--- src/rtl/dbi_tx_pkg.sv ---
package dbi_tx_pkg;

  localparam int unsigned FRAME_MAX = 16;
  localparam int unsigned LEN_W     = $clog2(FRAME_MAX + 1);

  localparam logic [1:0] MODE_IN_BAND = 2'd1;
  localparam logic [4:0] WIDTH_BLOCK  = 5'd16;

  typedef enum logic [2:0] {
    ST_IDLE,
    ST_LOW,
    ST_HIGH,
    ST_HOLD,
    ST_TAIL,
    ST_DESA,
    ST_DESB
  } tx_state_e;

  // number of serial clocks one byte occupies for a given setting
  function automatic logic [LEN_W-1:0] frame_len(input logic [1:0] mode,
                                                 input logic [4:0] width);
    if (mode == MODE_IN_BAND)     return LEN_W'(9);
    else if (width == WIDTH_BLOCK) return LEN_W'(16);
    else                           return LEN_W'(8);
  endfunction

  // frame left-aligned in a FRAME_MAX-bit register, first bit at the top
  function automatic logic [FRAME_MAX-1:0] frame_word(input logic [7:0] b,
                                                      input logic       tag,
                                                      input logic [1:0] mode,
                                                      input logic [4:0] width);
    if (mode == MODE_IN_BAND)      return {tag, b, 7'b0};
    else if (width == WIDTH_BLOCK) return {8'h00, b};
    else                           return {b, 8'h00};
  endfunction

  function automatic logic is_out_of_band(input logic [1:0] mode);
    return mode != MODE_IN_BAND;
  endfunction

endpackage

--- src/rtl/dbi_tx_divider.sv ---
module dbi_tx_divider #(
  parameter int unsigned DIV_W = 8
) (
  input  logic             clk,
  input  logic             rst_n,
  input  logic             restart,
  input  logic [DIV_W-1:0] reload,
  output logic             tick
);
  logic [DIV_W-1:0] cnt;

  assign tick = (cnt == '0);

  always_ff @(posedge clk or negedge rst_n) begin
    if (!rst_n)             cnt <= '0;
    else if (restart || tick) cnt <= reload;
    else                    cnt <= cnt - 1'b1;
  end
endmodule

--- src/rtl/dbi_tx_shifter.sv ---
module dbi_tx_shifter
  import dbi_tx_pkg::*;
(
  input  logic                 clk,
  input  logic                 rst_n,
  input  logic                 load,
  input  logic [FRAME_MAX-1:0] word_in,
  input  logic [LEN_W-1:0]     len_in,
  input  logic                 shift,
  output logic                 msb,
  output logic                 final_bit
);
  logic [FRAME_MAX-1:0] sreg;
  logic [LEN_W-1:0]     left;

  assign msb       = sreg[FRAME_MAX-1];
  assign final_bit = (left == LEN_W'(1));

  always_ff @(posedge clk or negedge rst_n) begin
    if (!rst_n) begin
      sreg <= '0;
      left <= '0;
    end else if (load) begin
      sreg <= word_in;
      left <= len_in;
    end else if (shift) begin
      sreg <= {sreg[FRAME_MAX-2:0], 1'b0};
      left <= left - 1'b1;
    end
  end

  AST_NO_UNDERFLOW: assert property (@(posedge clk) disable iff (!rst_n)
    shift |-> (left > LEN_W'(1)));
  AST_LOAD_XOR_SHIFT: assert property (@(posedge clk) disable iff (!rst_n)
    !(load && shift));
endmodule

--- src/rtl/dbi_tx_fsm.sv ---
module dbi_tx_fsm
  import dbi_tx_pkg::*;
(
  input  logic clk,
  input  logic rst_n,
  input  logic in_valid,
  input  logic in_last,
  input  logic tick,
  input  logic final_bit,
  output logic accept,
  output logic shift,
  output logic ready,
  output logic sck,
  output logic cs_n,
  output logic drive_en
);
  tx_state_e state;
  logic      last_q;

  assign ready    = (state == ST_IDLE) || (state == ST_HOLD);
  assign accept   = ready && in_valid;
  assign shift    = (state == ST_HIGH) && tick && !final_bit;
  assign sck      = (state == ST_HIGH);
  assign cs_n     = (state == ST_IDLE) || (state == ST_DESA) || (state == ST_DESB);
  assign drive_en = !cs_n;

  always_ff @(posedge clk or negedge rst_n) begin
    if (!rst_n) begin
      state  <= ST_IDLE;
      last_q <= 1'b0;
    end else begin
      unique case (state)
        ST_IDLE, ST_HOLD: if (accept) begin
          state  <= ST_LOW;
          last_q <= in_last;
        end
        ST_LOW:  if (tick) state <= ST_HIGH;
        ST_HIGH: if (tick) begin
          if (!final_bit)  state <= ST_LOW;
          else if (last_q) state <= ST_TAIL;
          else             state <= ST_HOLD;
        end
        ST_TAIL: if (tick) state <= ST_DESA;
        ST_DESA: if (tick) state <= ST_DESB;
        ST_DESB: if (tick) state <= ST_IDLE;
        default: state <= ST_IDLE;
      endcase
    end
  end

  AST_DESELECT_TWO: assert property (@(posedge clk) disable iff (!rst_n)
    $rose(cs_n) |=> cs_n);
  AST_DESELECT_AFTER_LOW: assert property (@(posedge clk) disable iff (!rst_n)
    $rose(cs_n) |-> !$past(sck));
endmodule

--- src/rtl/dbi_serial_tx.sv ---
module dbi_serial_tx
  import dbi_tx_pkg::*;
#(
  parameter int unsigned DIV_W = 8
) (
  input  logic             clk,
  input  logic             rst_n,
  input  logic [1:0]       cfg_mode,
  input  logic [4:0]       cfg_width,
  input  logic [DIV_W-1:0] cfg_div,
  input  logic             in_valid,
  output logic             in_ready,
  input  logic [7:0]       in_byte,
  input  logic             in_is_data,
  input  logic             in_last,
  output logic             sck,
  output logic             dout,
  output logic             cs_n,
  output logic             dc
);
  localparam int unsigned HL_W = DIV_W + 1;

  logic             accept, shift, tick, final_bit, msb, drive_en;
  logic             oob_q, tag_q;
  logic [DIV_W-1:0] div_q;
  logic [DIV_W-1:0] reload;
  logic [HL_W-1:0]  hi_len;

  assign reload = accept ? cfg_div : div_q;

  always_ff @(posedge clk or negedge rst_n) begin
    if (!rst_n) begin
      oob_q <= 1'b1;
      tag_q <= 1'b0;
      div_q <= '0;
    end else if (accept) begin
      oob_q <= is_out_of_band(cfg_mode);
      tag_q <= in_is_data;
      div_q <= cfg_div;
    end
  end

  dbi_tx_divider #(.DIV_W(DIV_W)) u_div (
    .clk     (clk),
    .rst_n   (rst_n),
    .restart (accept),
    .reload  (reload),
    .tick    (tick)
  );

  dbi_tx_shifter u_shift (
    .clk       (clk),
    .rst_n     (rst_n),
    .load      (accept),
    .word_in   (frame_word(in_byte, in_is_data, cfg_mode, cfg_width)),
    .len_in    (frame_len(cfg_mode, cfg_width)),
    .shift     (shift),
    .msb       (msb),
    .final_bit (final_bit)
  );

  dbi_tx_fsm u_fsm (
    .clk       (clk),
    .rst_n     (rst_n),
    .in_valid  (in_valid),
    .in_last   (in_last),
    .tick      (tick),
    .final_bit (final_bit),
    .accept    (accept),
    .shift     (shift),
    .ready     (in_ready),
    .sck       (sck),
    .cs_n      (cs_n),
    .drive_en  (drive_en)
  );

  assign dout = drive_en & msb;
  assign dc   = oob_q & tag_q;

  // length of the current high phase, for the half-period check
  always_ff @(posedge clk or negedge rst_n) begin
    if (!rst_n)   hi_len <= '0;
    else if (sck) hi_len <= hi_len + 1'b1;
    else          hi_len <= '0;
  end

  AST_SCK_NEEDS_CS: assert property (@(posedge clk) disable iff (!rst_n)
    sck |-> !cs_n);
  AST_DOUT_STEADY_HIGH: assert property (@(posedge clk) disable iff (!rst_n)
    (sck && $past(sck)) |-> $stable(dout));
  AST_HALF_PERIOD: assert property (@(posedge clk) disable iff (!rst_n)
    $fell(sck) |-> (hi_len == ({1'b0, div_q} + 1'b1)));
  AST_READY_SCK_LOW: assert property (@(posedge clk) disable iff (!rst_n)
    in_ready |-> !sck);
  AST_DC_HELD: assert property (@(posedge clk) disable iff (!rst_n)
    (oob_q && !cs_n && !$past(accept)) |-> $stable(dc));
  AST_IDLE_DOUT_LOW: assert property (@(posedge clk) disable iff (!rst_n)
    cs_n |-> !dout);
endmodule

--- config.mk ---
export PLATFORM = sky130hd
export DESIGN_NAME = dbi_serial_tx
export DESIGN_NICKNAME = d
export VERILOG_FILES = /design/src/rtl/dbi_tx_pkg.sv /design/src/rtl/dbi_tx_divider.sv /design/src/rtl/dbi_tx_shifter.sv /design/src/rtl/dbi_tx_fsm.sv /design/src/rtl/dbi_serial_tx.sv
export SDC_FILE = /design/constraint.sdc
export NUM_CORES = 1
export LEC_CHECK = 0
export ABC_CLOCK_PERIOD_IN_PS = 3350
export BUFFER_PORTS_ARGS = -buffer_cell sky130_fd_sc_hd__buf_2
export CAP_MARGIN = 20
export CELL_PAD_IN_SITES_DETAIL_PLACEMENT = 1
export CELL_PAD_IN_SITES_GLOBAL_PLACEMENT = 1
export CORE_MARGIN = 2
export CORE_UTILIZATION = 40
export CTS_BUF_LIST = sky130_fd_sc_hd__clkbuf_8
export CTS_CLUSTER_SIZE = 16
export DETAILED_ROUTE_END_ITERATION = 8
export GPL_TIMING_DRIVEN = 0
export PLACE_DENSITY = 0.72
export SYNTH_ARGS = -nofsm -noshare
export SYNTH_HDL_FRONTEND = slang
export SYNTH_SLANG_ARGS = --single-unit
--- constraint.sdc ---
create_clock -name clk -period 3.35 [get_ports clk]
set_input_delay 0.5025 -clock clk [delete_from_list [all_inputs] [get_ports clk]]
set_output_delay 0.5025 -clock clk [all_outputs]
set_load 0.005 [all_outputs]
After elaboration in Yosys (flattened, before gate mapping)
Index checks and enable logic that the tools add are counted.
{"block": "word_totals", "register_bits": 43, "output_inout_bits": 5, "wordCells": 62}
{"block": "classes", "n_addsub": 2, "n_eq_ne": 16, "mux": 19, "bitwise_logic": 2, "n_reduce_logical": 15}
{"op": "$mux W16", "n": 4}
{"op": "$mux W3", "n": 8}
{"op": "$mux W5", "n": 4}
{"op": "$pmux W3 S6", "n": 1}
{"op": "$mux W8", "n": 2}
{"op": "$ne A2 B2 Y1 const B", "n": 5}
{"op": "$eq A3 B3 Y1 const B", "n": 3}
{"op": "$logic_not A8 Y1", "n": 1}
{"op": "$sub A8 B1 Y8 const B", "n": 1}
{"op": "$eq A3 B2 Y1 const B", "n": 2}
{"op": "$reduce_and A6 Y1", "n": 1}
{"op": "$eq A5 B1 Y1 const B", "n": 1}
{"op": "$eq A5 B5 Y1 const B", "n": 1}
{"op": "$sub A5 B1 Y5 const B", "n": 1}
{"op": "$logic_or A1 B1 Y1", "n": 4}
{"op": "$ne A2 B1 Y1 const B", "n": 2}
{"op": "$eq A3 B1 Y1 const B", "n": 1}
{"op": "$logic_and A1 B1 Y1", "n": 3}
{"op": "$logic_not A3 Y1", "n": 1}
{"op": "$and A1 B1 Y1", "n": 2}
{"op": "$eq A2 B1 Y1 const B", "n": 1}
{"op": "$logic_not A1 Y1", "n": 2}
{"op": "$reduce_and A2 Y1", "n": 1}
{"op": "$reduce_bool A2 Y1", "n": 1}
{"op": "$reduce_or A2 Y1", "n": 1}

Logic depth before layout (Yosys ltp)
{"block": "logic_depth", "word_depth": 5, "mapped_depth": 7}

Cells and area by module
Synthesis repeated with hierarchy kept, for this count alone.
{"block": "hier_totals", "hier_cells": 239, "hier_area_um2": 2437.3}
{"mod": "dbi_tx_shifter", "n_inst": 1, "cells_each": 98, "area_each_um2": 1024.7, "seq_area_each_um2": 525.5}
{"mod": "dbi_serial_tx", "n_inst": 1, "cells_each": 66, "area_each_um2": 594.3, "seq_area_each_um2": 251.5}
{"mod": "dbi_tx_divider", "n_inst": 1, "cells_each": 44, "area_each_um2": 505.5, "seq_area_each_um2": 200.2}
{"mod": "dbi_tx_fsm", "n_inst": 1, "cells_each": 31, "area_each_um2": 312.8, "seq_area_each_um2": 100.1}

Least setup slack after synthesis
Ideal clock, no wire load.
{"block": "synth_timing", "kind": "in2reg", "start": "in cfg_width[0]", "end": "reg u_shift.sreg[7]", "setup_time_ns": 0.066, "arrival_time_ns": 1.865, "required_ns": 3.284, "slack_ns": 1.419, "stages": 5, "path_buffers": 1, "cell_sequence": "or4b_1 buf_2 or4b_1 a21oi_1 a221o_1"}
{"block": "synth_via", "elab_chain_cells": 4}
{"item": "from (decl)", "line_no": "dbi_serial_tx.sv:9", "rtl": "input logic [4:0] cfg_width,"}
{"item": "$eq A5 B5 Y1", "line_no": "dbi_tx_pkg.sv:33", "rtl": "else if (width == WIDTH_BLOCK) return {8'h00, b};"}
{"item": "$mux W16", "line_no": "dbi_tx_pkg.sv:33"}
{"item": "$mux W16", "line_no": "dbi_tx_pkg.sv:32", "rtl": "if (mode == MODE_IN_BAND) return {tag, b, 7'b0};"}
{"item": "$mux W16", "line_no": "dbi_tx_shifter.sv:23", "rtl": "end else if (load) begin"}
{"item": "to (signal assigned)", "line_no": "dbi_tx_shifter.sv:24", "rtl": "sreg <= word_in;"}
{"item": "to (signal assigned)", "line_no": "dbi_tx_shifter.sv:27", "rtl": "sreg <= {sreg[FRAME_MAX-2:0], 1'b0};"}
{"item": "to (decl)", "line_no": "dbi_tx_shifter.sv:13", "rtl": "logic [FRAME_MAX-1:0] sreg;"}
No other way between the ends.
A chain may end at the register's enable or synchronous reset.

Final worst setup path
{"block": "layout_timing", "start": "reg u_fsm.state[2]", "end": "reg u_div.cnt[6]"}
{"block": "layout_via", "elab_chain_cells": 5, "elab_cells_between_ends": 7}
{"item": "from (decl)", "line_no": "dbi_tx_fsm.sv:17", "rtl": "tx_state_e state;"}
{"item": "from (signal assigned)", "line_no": "dbi_tx_fsm.sv:29", "rtl": "state <= ST_IDLE;"}
{"item": "from (signal assigned)", "line_no": "dbi_tx_fsm.sv:34", "rtl": "state <= ST_LOW;"}
{"item": "from (signal assigned)", "line_no": "dbi_tx_fsm.sv:37", "rtl": "ST_LOW: if (tick) state <= ST_HIGH;"}
{"item": "$eq A3 B2 Y1 / $logic_not A3 Y1 (equally long branches)", "line_no": "dbi_tx_fsm.sv:20", "rtl": "assign ready = (state == ST_IDLE) || (state == ST_HOLD);"}
{"item": "$logic_or A1 B1 Y1 (*)", "line_no": "dbi_tx_fsm.sv:20"}
{"item": "$logic_and A1 B1 Y1 (*)", "line_no": "dbi_tx_fsm.sv:21", "rtl": "assign accept = ready && in_valid;"}
{"item": "$mux W8 (*)"}
{"item": "via reload[6]", "line_no": "dbi_serial_tx.sv:26", "rtl": "logic [DIV_W-1:0] reload;"}
{"item": "$mux W8 (*)", "line_no": "dbi_tx_divider.sv:16", "rtl": "else if (restart || tick) cnt <= reload;"}
{"item": "to (signal assigned)", "line_no": "dbi_tx_divider.sv:16"}
{"item": "to (signal assigned)", "line_no": "dbi_tx_divider.sv:17", "rtl": "else cnt <= cnt - 1'b1;"}
{"item": "to (decl)", "line_no": "dbi_tx_divider.sv:10", "rtl": "logic [DIV_W-1:0] cnt;"}
The timed path passes the listed nets; every way through them passes the cells marked *.

==> impl_metrics.json <==
{
  "netlist_area_um2": 2290,
  "cts_made_buffers": 5,
  "power.density_nw_per_um2": 828,
  "synth_top_area_share_pct": 45.9,
  "dp_hpwl_um": 4020,
  "hp-class": "primary input to register",
  "drc": 0,
  "hold_slack_ns": 0.405,
  "wl_per_cell_um": 16.6,
  "crit_path_cell_trace": "clkbuf_1 > nand2b_1 > nor2_1 > buf_4 > mux2_1 > mux2_2",
  "fin_cells": 338,
  "fin_crit_sh_pct": 62.2,
  "status": "finished, final reports clean",
  "min_period_ns": 2.08,
  "portBuffers": 31,
  "slew_violations": 0,
  "crit_buf_inv": 2,
  "post-place-ws_ns": 1.13,
  "skew_ns": 0.0123,
  "core_um2": 5510,
  "gr-total-overflow": 0,
  "grt.total_usage_pct": 20.0,
  "worst_pin_slew_ns": 0.733,
  "leakagePower_nw": 1.16,
  "critPathMaxFanout": 10,
  "grt_max_degree": 44,
  "synth_cells": 225,
  "setup_viol": 0,
  "start_util_pct": 41.6,
  "synthFlopType": "dfrtp_1",
  "clockBufferDepth": 2,
  "ir_worst_vdd_uv": 418,
  "max_freq_ghz": 0.480,
  "fill_cells": 639,
  "worstPathArrival_ns": 2.27,
  "yosysWarnings": 0,
  "netlist-cell-type-count": 44,
  "critPathCaptureType": "register",
  "clock-sinks": 43,
  "syn_nets": 257,
  "grt_pass1_wl_um": 9600,
  "die_w_um": 79.6,
  "cpMaxStageDelayCell": "mux2_1",
  "dieHeight_um": 79.6,
  "synth_top_area_cell": "dfrtp_1",
  "max_stage_delay_ns": 0.37,
  "drive_gt1_share_pct": 24.4,
  "nets": 297,
  "maxCapViolations": 0,
  "cp_top_family": "multiplexers",
  "postSynthRegisterBits": 43,
  "clkTransAtPathRegs_ns": 0.08,
  "rsz0062_at_grt": "no",
  "htree_num_levels": 2,
  "max_slew_margin_pct": 50.5,
  "synth_edf_count": 0,
  "final.setup.worst_slack_ns": 1.27,
  "dieArea_um2": 6340,
  "viasPerCell": 5.44,
  "finalHoldViolCount": 0,
  "syn_to_final_growth_pct": 16.4,
  "power_mw": 2.20,
  "setup-tns-final_ns": 0,
  "wirelength_um": 5610,
  "via_count": 1840,
  "cp_data_required_time_ns": 3.53,
  "synth-async-reset-ratio_pct": 100,
  "grt_antenna_before_repair": 0,
  "synth_area_leaders": "dfrtp_1, mux2_2, nand2_1",
  "drt-pass1-iter-count": 4,
  "top_layer_used": "met4",
  "route.met3.wl_um": 194,
  "first_iter_violations": 75,
  "clock_latency_ns": 0.30,
  "m1WireLength_um": 2810,
  "clockRootBuffer": "clkbuf_8",
  "seq_area_frac_synth_pct": 47.1,
  "cts_tree": "yes",
  "grt_pass1_vias": 1850,
  "io_pins": 33,
  "crit_type": "register to register",
  "diodes": 0,
  "cts_setup_buffers": 0,
  "dp.cells": 328,
  "wl_met2_um": 2530,
  "fp-row-count": 27,
  "gp_congestion": 0.782,
  "cp-start-kind": "register",
  "mostFrequentLayoutCell": "dfrtp_1",
  "syn_area_per_cell_um2": 10.2,
  "drtAntennaViolNets": 0,
  "layout_common_cells": "dfrtp_1, buf_2, nand2_1"
}
worst reg2reg max path: stages, from the launching register on:
cell	delay (ns)
dfrtp_1	0.36
clkbuf_1	0.21
nand2b_1	0.24
nor2_1	0.26
buf_4	0.26
mux2_1	0.37
mux2_2	0.27
flip-flops by register name (all words and copies together) (netlist names):
signal and count:
div_q 8, oob_q 1, tag_q 1, u_div.cnt 8
u_fsm.last_q 1, u_fsm.state 3, u_shift.left 5, u_shift.sreg 16
repair_timing:
item / in CTS / in global routing
hold buffers: 0 / 1
hold endpoints to repair: 0 / 2
gates resized for setup: 0 / 0
synth_stat cells (2+ instances only):
cell type,n
xor2_1,5
nor4b_1,2
nand3_1,9
nor2_1,10
a211oi_1,4
o211ai_1,7
nor3b_1,2
o21ai_0,13
buf_2,6
nand2_1,23
inv_1,8
or3_1,2
mux2_1,2
or4_1,2
clkbuf_1,6
nand2b_1,3
or4b_1,3
a21oi_1,12
nor2b_1,3
o31ai_1,2
a2bb2oi_1,8
mux2_2,14
a221o_1,8
xnor2_1,3
mux2i_1,3
dfrtp_1,42
nor3_1,3
ha_1,4
where the power goes:
group | internal (mW) | switching [mW] | leakage [nW]
sequential | 0.757 | 0.153 | 0.523
combinational | 0.467 | 0.464 | 0.578
clock | 0.185 | 0.178 | 0.0557
total | 1.41 | 0.795 | 1.16
routing by layer:
layer,GRT usage [%],vias up
met5,0,-
met4,6.72,0
met3,4.07,6
met2,29.4,26
met1,29.2,905
li1,-,903
final cells by class:
cell class                      instances  area [µm²]  area share (%)
Tap cell                               72        90.1            3.38
Sequential cell                        43        1080            40.4
Buffer                                 14        63.8            2.40
Timing Repair Buffer                   33         185            6.95
Multi-Input combinational cell        160        1120            41.9
Clock buffer                            7        96.3            3.62
Clock inverter                          1        3.75           0.141
Inverter                                8        30.0            1.13
worst paths after layout:
kind,to,slack [ns],cells past startpoint,start
worst max-delay path,u_div.cnt[6],1.27,6,u_fsm.state[2]
worst min-delay path,u_fsm.last_q,0.40,3,in_last
worst max register to register,u_div.cnt[6],1.27,6,u_fsm.state[2]
worst min register to register,tag_q,0.48,2,tag_q
max in group asynchronous,oob_q,2.34,3,rst_n
min in group asynchronous,div_q[0],0.54,2,rst_n
per-stage QoR:
step | utilization, % | instance area [µm²]
after floorplan | - | 2290
after global placement | 46.0 | 2530
after detailed placement | 46.0 | 2530
after CTS | 47.8 | 2630
after global routing | 48.4 | 2660
final | 48.4 | 2660
cell families (layout without fill, tap and decap cells):
kind of cell | after synthesis | count (layout) | synth area share, %
flip-flops | 43 | 43 | 47.1
AO/OA/AOI/OAI | 58 | 58 | 17.8
buffers and inverters | 22 | 63 | 4.10
AND/OR/NAND/NOR | 71 | 71 | 16.6
adder cells (fa/ha/maj) | 4 | 4 | 2.19
XOR/XNOR | 8 | 8 | 3.06
multiplexers | 19 | 19 | 9.19
No activity file was read; power rests on OpenSTA's default activity.
